[src/rtl/uwin_pkg.sv]
package uwin_pkg;
  localparam int unsigned BYTE_W = 8;

  // Register word index within the configuration block (cyc_addr[2:1]).
  typedef enum logic [1:0] {
    CFG_BASE_LO = 2'd0,
    CFG_BASE_HI = 2'd1,
    CFG_MASK_LO = 2'd2,
    CFG_MASK_HI = 2'd3
  } cfg_sel_e;
endpackage

[src/rtl/uwin_cfg_regs.sv]
module uwin_cfg_regs #(
  parameter int unsigned ADDR_W   = 24,
  parameter int unsigned PAGE_LSB = 12,
  parameter logic [31:0] REG_BASE = 32'h00FE_0000,
  localparam int unsigned BASE_W    = ADDR_W - 1 - PAGE_LSB,
  localparam int unsigned MASK_W    = BASE_W - 1,
  localparam int unsigned LO_W      = uwin_pkg::BYTE_W,
  localparam int unsigned BASE_HI_W = BASE_W - LO_W,
  localparam int unsigned MASK_HI_W = MASK_W - LO_W
) (
  input  logic              clk,
  input  logic              rst,
  input  logic              cyc_req,
  input  logic              cyc_rd,
  input  logic              cyc_super,
  input  logic [ADDR_W-1:1] cyc_addr,
  input  logic [LO_W-1:0]   cyc_dhi,
  output logic [BASE_W-1:0] base_q,
  output logic [MASK_W-1:0] mask_q
);
  import uwin_pkg::*;

  logic     blk_hit;
  logic     wr_en;
  cfg_sel_e sel;

  assign blk_hit = (cyc_addr[ADDR_W-1:3] == REG_BASE[ADDR_W-1:3]);
  assign wr_en   = cyc_req && cyc_super && !cyc_rd && blk_hit;
  assign sel     = cfg_sel_e'(cyc_addr[2:1]);

  always_ff @(posedge clk) begin
    if (rst) begin
      base_q <= '0;
      mask_q <= '1;
    end else if (wr_en) begin
      case (sel)
        CFG_BASE_LO: base_q[LO_W-1:0]      <= cyc_dhi;
        CFG_BASE_HI: base_q[BASE_W-1:LO_W] <= cyc_dhi[BASE_HI_W-1:0];
        CFG_MASK_LO: mask_q[LO_W-1:0]      <= cyc_dhi;
        CFG_MASK_HI: mask_q[MASK_W-1:LO_W] <= cyc_dhi[MASK_HI_W-1:0];
        default: ;
      endcase
    end
  end

  // without a supervisor write the configuration holds.
  assert_cfg_hold_R7: assert property (@(posedge clk) disable iff (rst)
    !(cyc_req && cyc_super && !cyc_rd) |=> ($stable(base_q) && $stable(mask_q)));

  // a supervisor write to the low mask word lands in mask bits 19:12.
  assert_mask_lo_load_R5: assert property (@(posedge clk) disable iff (rst)
    (cyc_req && cyc_super && !cyc_rd &&
     cyc_addr == REG_BASE[ADDR_W-1:1] + (ADDR_W-1)'(2))
    |=> (mask_q[LO_W-1:0] == $past(cyc_dhi)));
endmodule

[src/rtl/uwin_xlate.sv]
module uwin_xlate #(
  parameter int unsigned ADDR_W    = 24,
  parameter int unsigned PAGE_LSB  = 12,
  parameter logic [31:0] SLOT_BASE = 32'h00F8_0000,
  parameter int unsigned SLOT_LSB  = 17,
  localparam int unsigned BASE_W   = ADDR_W - 1 - PAGE_LSB,
  localparam int unsigned MASK_W   = BASE_W - 1
) (
  input  logic              cyc_super,
  input  logic [ADDR_W-1:1] cyc_addr,
  input  logic [BASE_W-1:0] base_q,
  input  logic [MASK_W-1:0] mask_q,
  output logic [ADDR_W-1:1] x_addr,
  output logic              x_err
);
  logic [BASE_W-1:0] page;
  logic [BASE_W-1:0] keep;
  logic [BASE_W-1:0] phys_page;
  logic              hi_half;
  logic              in_slot;
  logic              over_win;

  assign page      = cyc_addr[ADDR_W-2:PAGE_LSB];
  assign keep      = {1'b0, mask_q};
  assign phys_page = (page & keep) | base_q;
  assign over_win  = |(page & ~keep);
  assign hi_half   = cyc_addr[ADDR_W-1];
  assign in_slot   = (cyc_addr[ADDR_W-1:SLOT_LSB] == SLOT_BASE[ADDR_W-1:SLOT_LSB]);

  always_comb begin
    x_addr = cyc_addr;
    x_err  = 1'b0;
    if (!cyc_super) begin
      if (!hi_half) begin
        x_addr = {1'b0, phys_page, cyc_addr[PAGE_LSB-1:1]};
        x_err  = over_win;
      end else begin
        x_err  = !in_slot;
      end
    end
  end
endmodule

[src/rtl/uwin_mapper.sv]
module uwin_mapper #(
  parameter int unsigned ADDR_W    = 24,
  parameter int unsigned PAGE_LSB  = 12,
  parameter logic [31:0] REG_BASE  = 32'h00FE_0000,
  parameter logic [31:0] SLOT_BASE = 32'h00F8_0000,
  parameter int unsigned SLOT_LSB  = 17,
  localparam int unsigned BASE_W   = ADDR_W - 1 - PAGE_LSB,
  localparam int unsigned MASK_W   = BASE_W - 1
) (
  input  logic              clk,
  input  logic              rst,
  input  logic              cyc_req,
  input  logic              cyc_rd,
  input  logic              cyc_super,
  input  logic [ADDR_W-1:1] cyc_addr,
  input  logic [7:0]        cyc_dhi,
  output logic              xl_valid,
  output logic [ADDR_W-1:1] xl_addr,
  output logic              xl_berr
);
  logic [BASE_W-1:0] base_q;
  logic [MASK_W-1:0] mask_q;
  logic [ADDR_W-1:1] x_addr;
  logic              x_err;

  uwin_cfg_regs #(
    .ADDR_W(ADDR_W), .PAGE_LSB(PAGE_LSB), .REG_BASE(REG_BASE)
  ) cfg_i (
    .clk(clk), .rst(rst), .cyc_req(cyc_req), .cyc_rd(cyc_rd),
    .cyc_super(cyc_super), .cyc_addr(cyc_addr), .cyc_dhi(cyc_dhi),
    .base_q(base_q), .mask_q(mask_q)
  );

  uwin_xlate #(
    .ADDR_W(ADDR_W), .PAGE_LSB(PAGE_LSB),
    .SLOT_BASE(SLOT_BASE), .SLOT_LSB(SLOT_LSB)
  ) xl_i (
    .cyc_super(cyc_super), .cyc_addr(cyc_addr),
    .base_q(base_q), .mask_q(mask_q),
    .x_addr(x_addr), .x_err(x_err)
  );

  always_ff @(posedge clk) begin
    if (rst) begin
      xl_valid <= 1'b0;
      xl_berr  <= 1'b0;
      xl_addr  <= '0;
    end else begin
      xl_valid <= cyc_req;
      xl_berr  <= cyc_req & x_err;
      if (cyc_req) xl_addr <= x_addr;
    end
  end

  assert_super_pass_R1: assert property (@(posedge clk) disable iff (rst)
    (cyc_req && cyc_super) |=> (!xl_berr && xl_addr == $past(cyc_addr)));

  assert_dram_top_clear_R2: assert property (@(posedge clk) disable iff (rst)
    (cyc_req && !cyc_super && !cyc_addr[ADDR_W-1]) |=> (xl_berr || !xl_addr[ADDR_W-1]));

  assert_offset_kept_R2: assert property (@(posedge clk) disable iff (rst)
    cyc_req |=> (xl_addr[PAGE_LSB-1:1] == $past(cyc_addr[PAGE_LSB-1:1])));

  assert_user_high_err_R4: assert property (@(posedge clk) disable iff (rst)
    (cyc_req && !cyc_super && cyc_addr[ADDR_W-1] &&
     cyc_addr[ADDR_W-1:SLOT_LSB] != SLOT_BASE[ADDR_W-1:SLOT_LSB]) |=> xl_berr);

  assert_valid_follows_R8: assert property (@(posedge clk) disable iff (rst)
    cyc_req |=> xl_valid);

  assert_idle_quiet_R8: assert property (@(posedge clk) disable iff (rst)
    !cyc_req |=> (!xl_valid && !xl_berr));
endmodule

[config.mk]
export PLATFORM = sky130hd
export DESIGN_NAME = uwin_mapper
export DESIGN_NICKNAME = d
export VERILOG_FILES = /design/src/rtl/uwin_pkg.sv /design/src/rtl/uwin_cfg_regs.sv /design/src/rtl/uwin_xlate.sv /design/src/rtl/uwin_mapper.sv
export SDC_FILE = /design/constraint.sdc
export NUM_CORES = 1
export LEC_CHECK = 0
export BUFFER_PORTS_ARGS = -buffer_cell sky130_fd_sc_hd__buf_2
export CAP_MARGIN = 40
export CORE_UTILIZATION = 34
export CTS_CLUSTER_DIAMETER = 50
export DETAILED_ROUTE_END_ITERATION = 12
export PLACE_DENSITY = 0.63
export SLEW_MARGIN = 30
export SYNTH_ARGS = -nofsm -noshare
export SYNTH_HDL_FRONTEND = slang
export SYNTH_SLANG_ARGS = --single-unit
[constraint.sdc]
create_clock -name clk -period 1.4 [get_ports clk]
set_clock_uncertainty 0.05 [all_clocks]
set_input_delay 0.07 -clock clk [delete_from_list [all_inputs] [get_ports clk]]
set_output_delay 0.07 -clock clk [all_outputs]
set_load 0.005 [all_outputs]
==> impl_metrics.py <==
metrics = {
    "route": {
        "routed_wl_um": 5710,
        "vias": 1971,
        "vias_per_cell": 5.07,
        "first_pass_iters": 4,
        "first_iter_violations": 114,
        "wl_per_cell_um": 14.7,
        "antenna_left": 0,
        "wl_met1_um": 2660,
        "drc_errors": 0,
        "top_layer": "met4",
        "wl_met3_um": 291,
        "dr_wl_met2_um": 2660,
    },
    "synth": {
        "ys_seq_elements": 46,
        "yosys.area.top_type": "dfxtp_1",
        "syn_area_per_cell_um2": 8.78,
        "yosysSeqAreaShare_pct": 45.2,
        "netlist_top_cells_area": "dfxtp_1 45%, mux2i_1 12%, nor2_1 8.1%, a311oi_1 4.7%, o21ai_0 4.7%",
        "syn_area_um2": 2040,
        "synth_nets": 268,
        "yosysUniqueCellTypes": 29,
        "synth_warnings": 0,
        "synth_top_cell_area_share_pct": 45.2,
        "synthCells": 232,
    },
    "global_routing": {
        "grt_pass1_vias": 1892,
        "grtUsageTotal_pct": 19.6,
        "grt_start_max_net_pins": 36,
        "overflow": 0,
        "grt_pass1_wl_um": 9310,
        "antenna_found_initial": 0,
    },
    "cts": {
        "clock_sinks": 46,
        "htree_levels": 2,
        "postCtsSetupBuffers": 0,
        "cts.reportedPaths.clkPinSlew_ns": 0.08,
        "root_buffer": "clkbuf_8",
        "cts-resized-gates": 0,
        "cts_buffers": 5,
        "clock_path_buffers": 2,
        "cts_tree": "done",
        "clk_latency_ns": 0.30,
    },
    "timing": {
        "fin_crit_sh_pct": 83.8,
        "slew-limit-headroom_pct": 68.6,
        "rsz0062_at_grt": "no",
        "worst_pin_slew_ns": 0.471,
        "timing.fmax_mhz": 853,
        "hold_violations": 0,
        "min_period_ns": 1.17,
        "whs_ns": 0.00670,
        "finalMaxSlewViolations": 0,
        "setup_viol": 0,
    },
    "flow_run": {
        "max_cap_viol_count": 0,
    },
    "layout": {
        "final_nets": 354,
        "syn_to_final_growth_pct": 34.9,
        "stdcell_area_um2": 2750,
        "n_antenna_cell": 0,
        "final_cell_mix": "60 x buf_2, 46 x dfxtp_1, 44 x nor2_1, 25 x mux2i_1, 20 x buf_4",
        "drive_gt1_share_pct": 29.7,
        "layout_commonest_cell": "buf_2",
        "fill_cells": 587,
    },
    "worst_setup_path": {
        "required_ns": 1.58,
        "slowest_stage": "nor4_2",
        "crit_fanout": 4,
        "crit_type": "input port to flip-flop",
        "start_kind": "input port",
        "critPathTopFamily": "simple AND/OR/NAND/NOR gates",
        "endpoint_kind": "flip-flop",
        "cp_common_cell": "buf_4",
        "cpPeakStageDelay_ns": 0.33,
        "path_buf_inv": 3,
        "cp.arrival_ns": 1.35,
        "crit_path_cell_trace": "buf_2 > nor4_2 > nand4_1 > buf_4 > nor4_4 > buf_4 > mux2i_1",
    },
    "placed_design": {
        "portBuffers": 60,
        "postPlaceCellArea_um2": 2520,
        "gp_congestion": 0.879,
        "hpwl_um": 4220,
    },
    "floorplanning": {
        "coreArea_um2": 5640,
        "io_pins": 61,
        "start_util_pct": 36.1,
        "design.die.area_um2": 6300,
        "die_y_um": 79.4,
        "rows": 27,
        "fp.dieW_um": 79.4,
    },
    "power": {
        "p_leak_uw": 0.00120,
        "p_sw_uw": 622,
        "clock_power_share_pct": 32.1,
        "sw_frac_of_total_pct": 24.6,
        "intPower_uw": 1900,
        "peakVddDrop_mv": 0.390,
        "pwr-share-comb_pct": 13.5,
        "power_uw": 2520,
        "seqPwrFrac_pct": 54.4,
        "p_per_area_nw_per_um2": 918,
    },
    "hold_path": {
        "min_path_type": "input port to flip-flop",
    },
    "status": {
        "status": "finished clean",
    },
}
metal layers:
metal / vias up / track usage, %
li1: 987 / -
met1: 919 / 25.8
met2: 56 / 31.2
met3: 9 / 3.89
met4: 0 / 8.18
met5: - / 0
through the flow:
stage / std cells / utilization [%] / TNS, ns / worst slack, ns
floorplan: 232 / - / -0.116 / -0.0138
global placement: 369 / 44.8 / -0.649 / -0.0593
detailed placement: 369 / 44.8 / -1.19 / -0.105
CTS: 389 / 48.7 / 0 / 0.201
global route: 389 / 48.7 / 0 / 0.107
finish: 389 / 48.7 / 0 / 0.227
what timing repair did:
item | 4_1_cts | 5_1_grt
endpoints found under the hold margin | 15 | 0
hold buffers | 14 | 0
endpoints found under the setup margin | 0 | 0
power groups by stage:
| stage | Clock, uW | Combinational, uW | Sequential, uW |
|---|---|---|---|
| 2_1_floorplan | 0 | 141 | 1410 |
| 3_3_place_gp | 0 | 308 | 1400 |
| 3_5_place_dp | 0 | 311 | 1400 |
| 4_1_cts | 827 | 341 | 1370 |
| 5_1_grt | 883 | 376 | 1380 |
| 6_report | 809 | 341 | 1370 |
worst paths after layout:
| check | start | end | slack, ns | depth (start not counted) |
|---|---|---|---|---|
| min | cyc_dhi[2] | cfg_i.base_q[10]$_SDFFE_PP0P_ | 0.007 | 3 |
| max | cyc_addr[3] | cfg_i.mask_q[5]$_SDFFE_PP1P_ | 0.23 | 7 |
| max reg2reg | cfg_i.mask_q[5]$_SDFFE_PP1P_ | xl_berr$_SDFF_PP0_ | 0.27 | 3 |
| min reg2reg | cfg_i.base_q[9]$_SDFFE_PP0P_ | cfg_i.base_q[9]$_SDFFE_PP0P_ | 0.43 | 2 |
worst reg2reg max path, stage by stage (launching register included):
cell and delay (ns):
dfxtp_1 0.38, o22ai_1 0.11, nor4_1 0.34, a21oi_1 0.12
final cells by class:
type | count | area [um^2] | share of cell area (%)
inverters | 10 | 37.5 | 1.37
repair buffers | 94 | 591 | 21.5
clock buffers | 6 | 82.6 | 3.01
multi-input cells | 161 | 1030 | 37.3
flip-flops and latches | 46 | 921 | 33.5
well taps | 72 | 90.1 | 3.28
registers in the layout (all words and copies together) (netlist names):
register	flops
cfg_i.base_q	11
cfg_i.mask_q	10
xl_berr	1
xl_addr	23
xl_valid	1
synthesized netlist by cell type:
library cell,n
and4bb_1,1
clkbuf_1,12
nand3_1,9
nand2_2,1
nand3b_1,1
nor4_2,2
o21ai_0,19
or2_2,1
nand4_1,3
inv_1,10
nor2_1,44
or3_1,1
nand2_1,12
nor2b_1,1
and4_1,3
a222oi_1,1
buf_1,2
mux2i_1,25
nor4b_4,1
o22ai_1,3
dfxtp_1,46
a311oi_1,11
nor3b_1,1
nor4_1,1
nor3_1,1
nor4_4,2
buf_2,1
nand2b_1,8
a21oi_1,9
cell families after synthesis:
logic type      count (synthesis)  share of synthesized area (%)
flops                          46                           45.2
compound gates                 43                           13.0
buf+inv                        25                           4.67
mux                            25                           12.3
simple gates                   93                           24.8
Note: power is estimated with default switching activity, not from simulation.
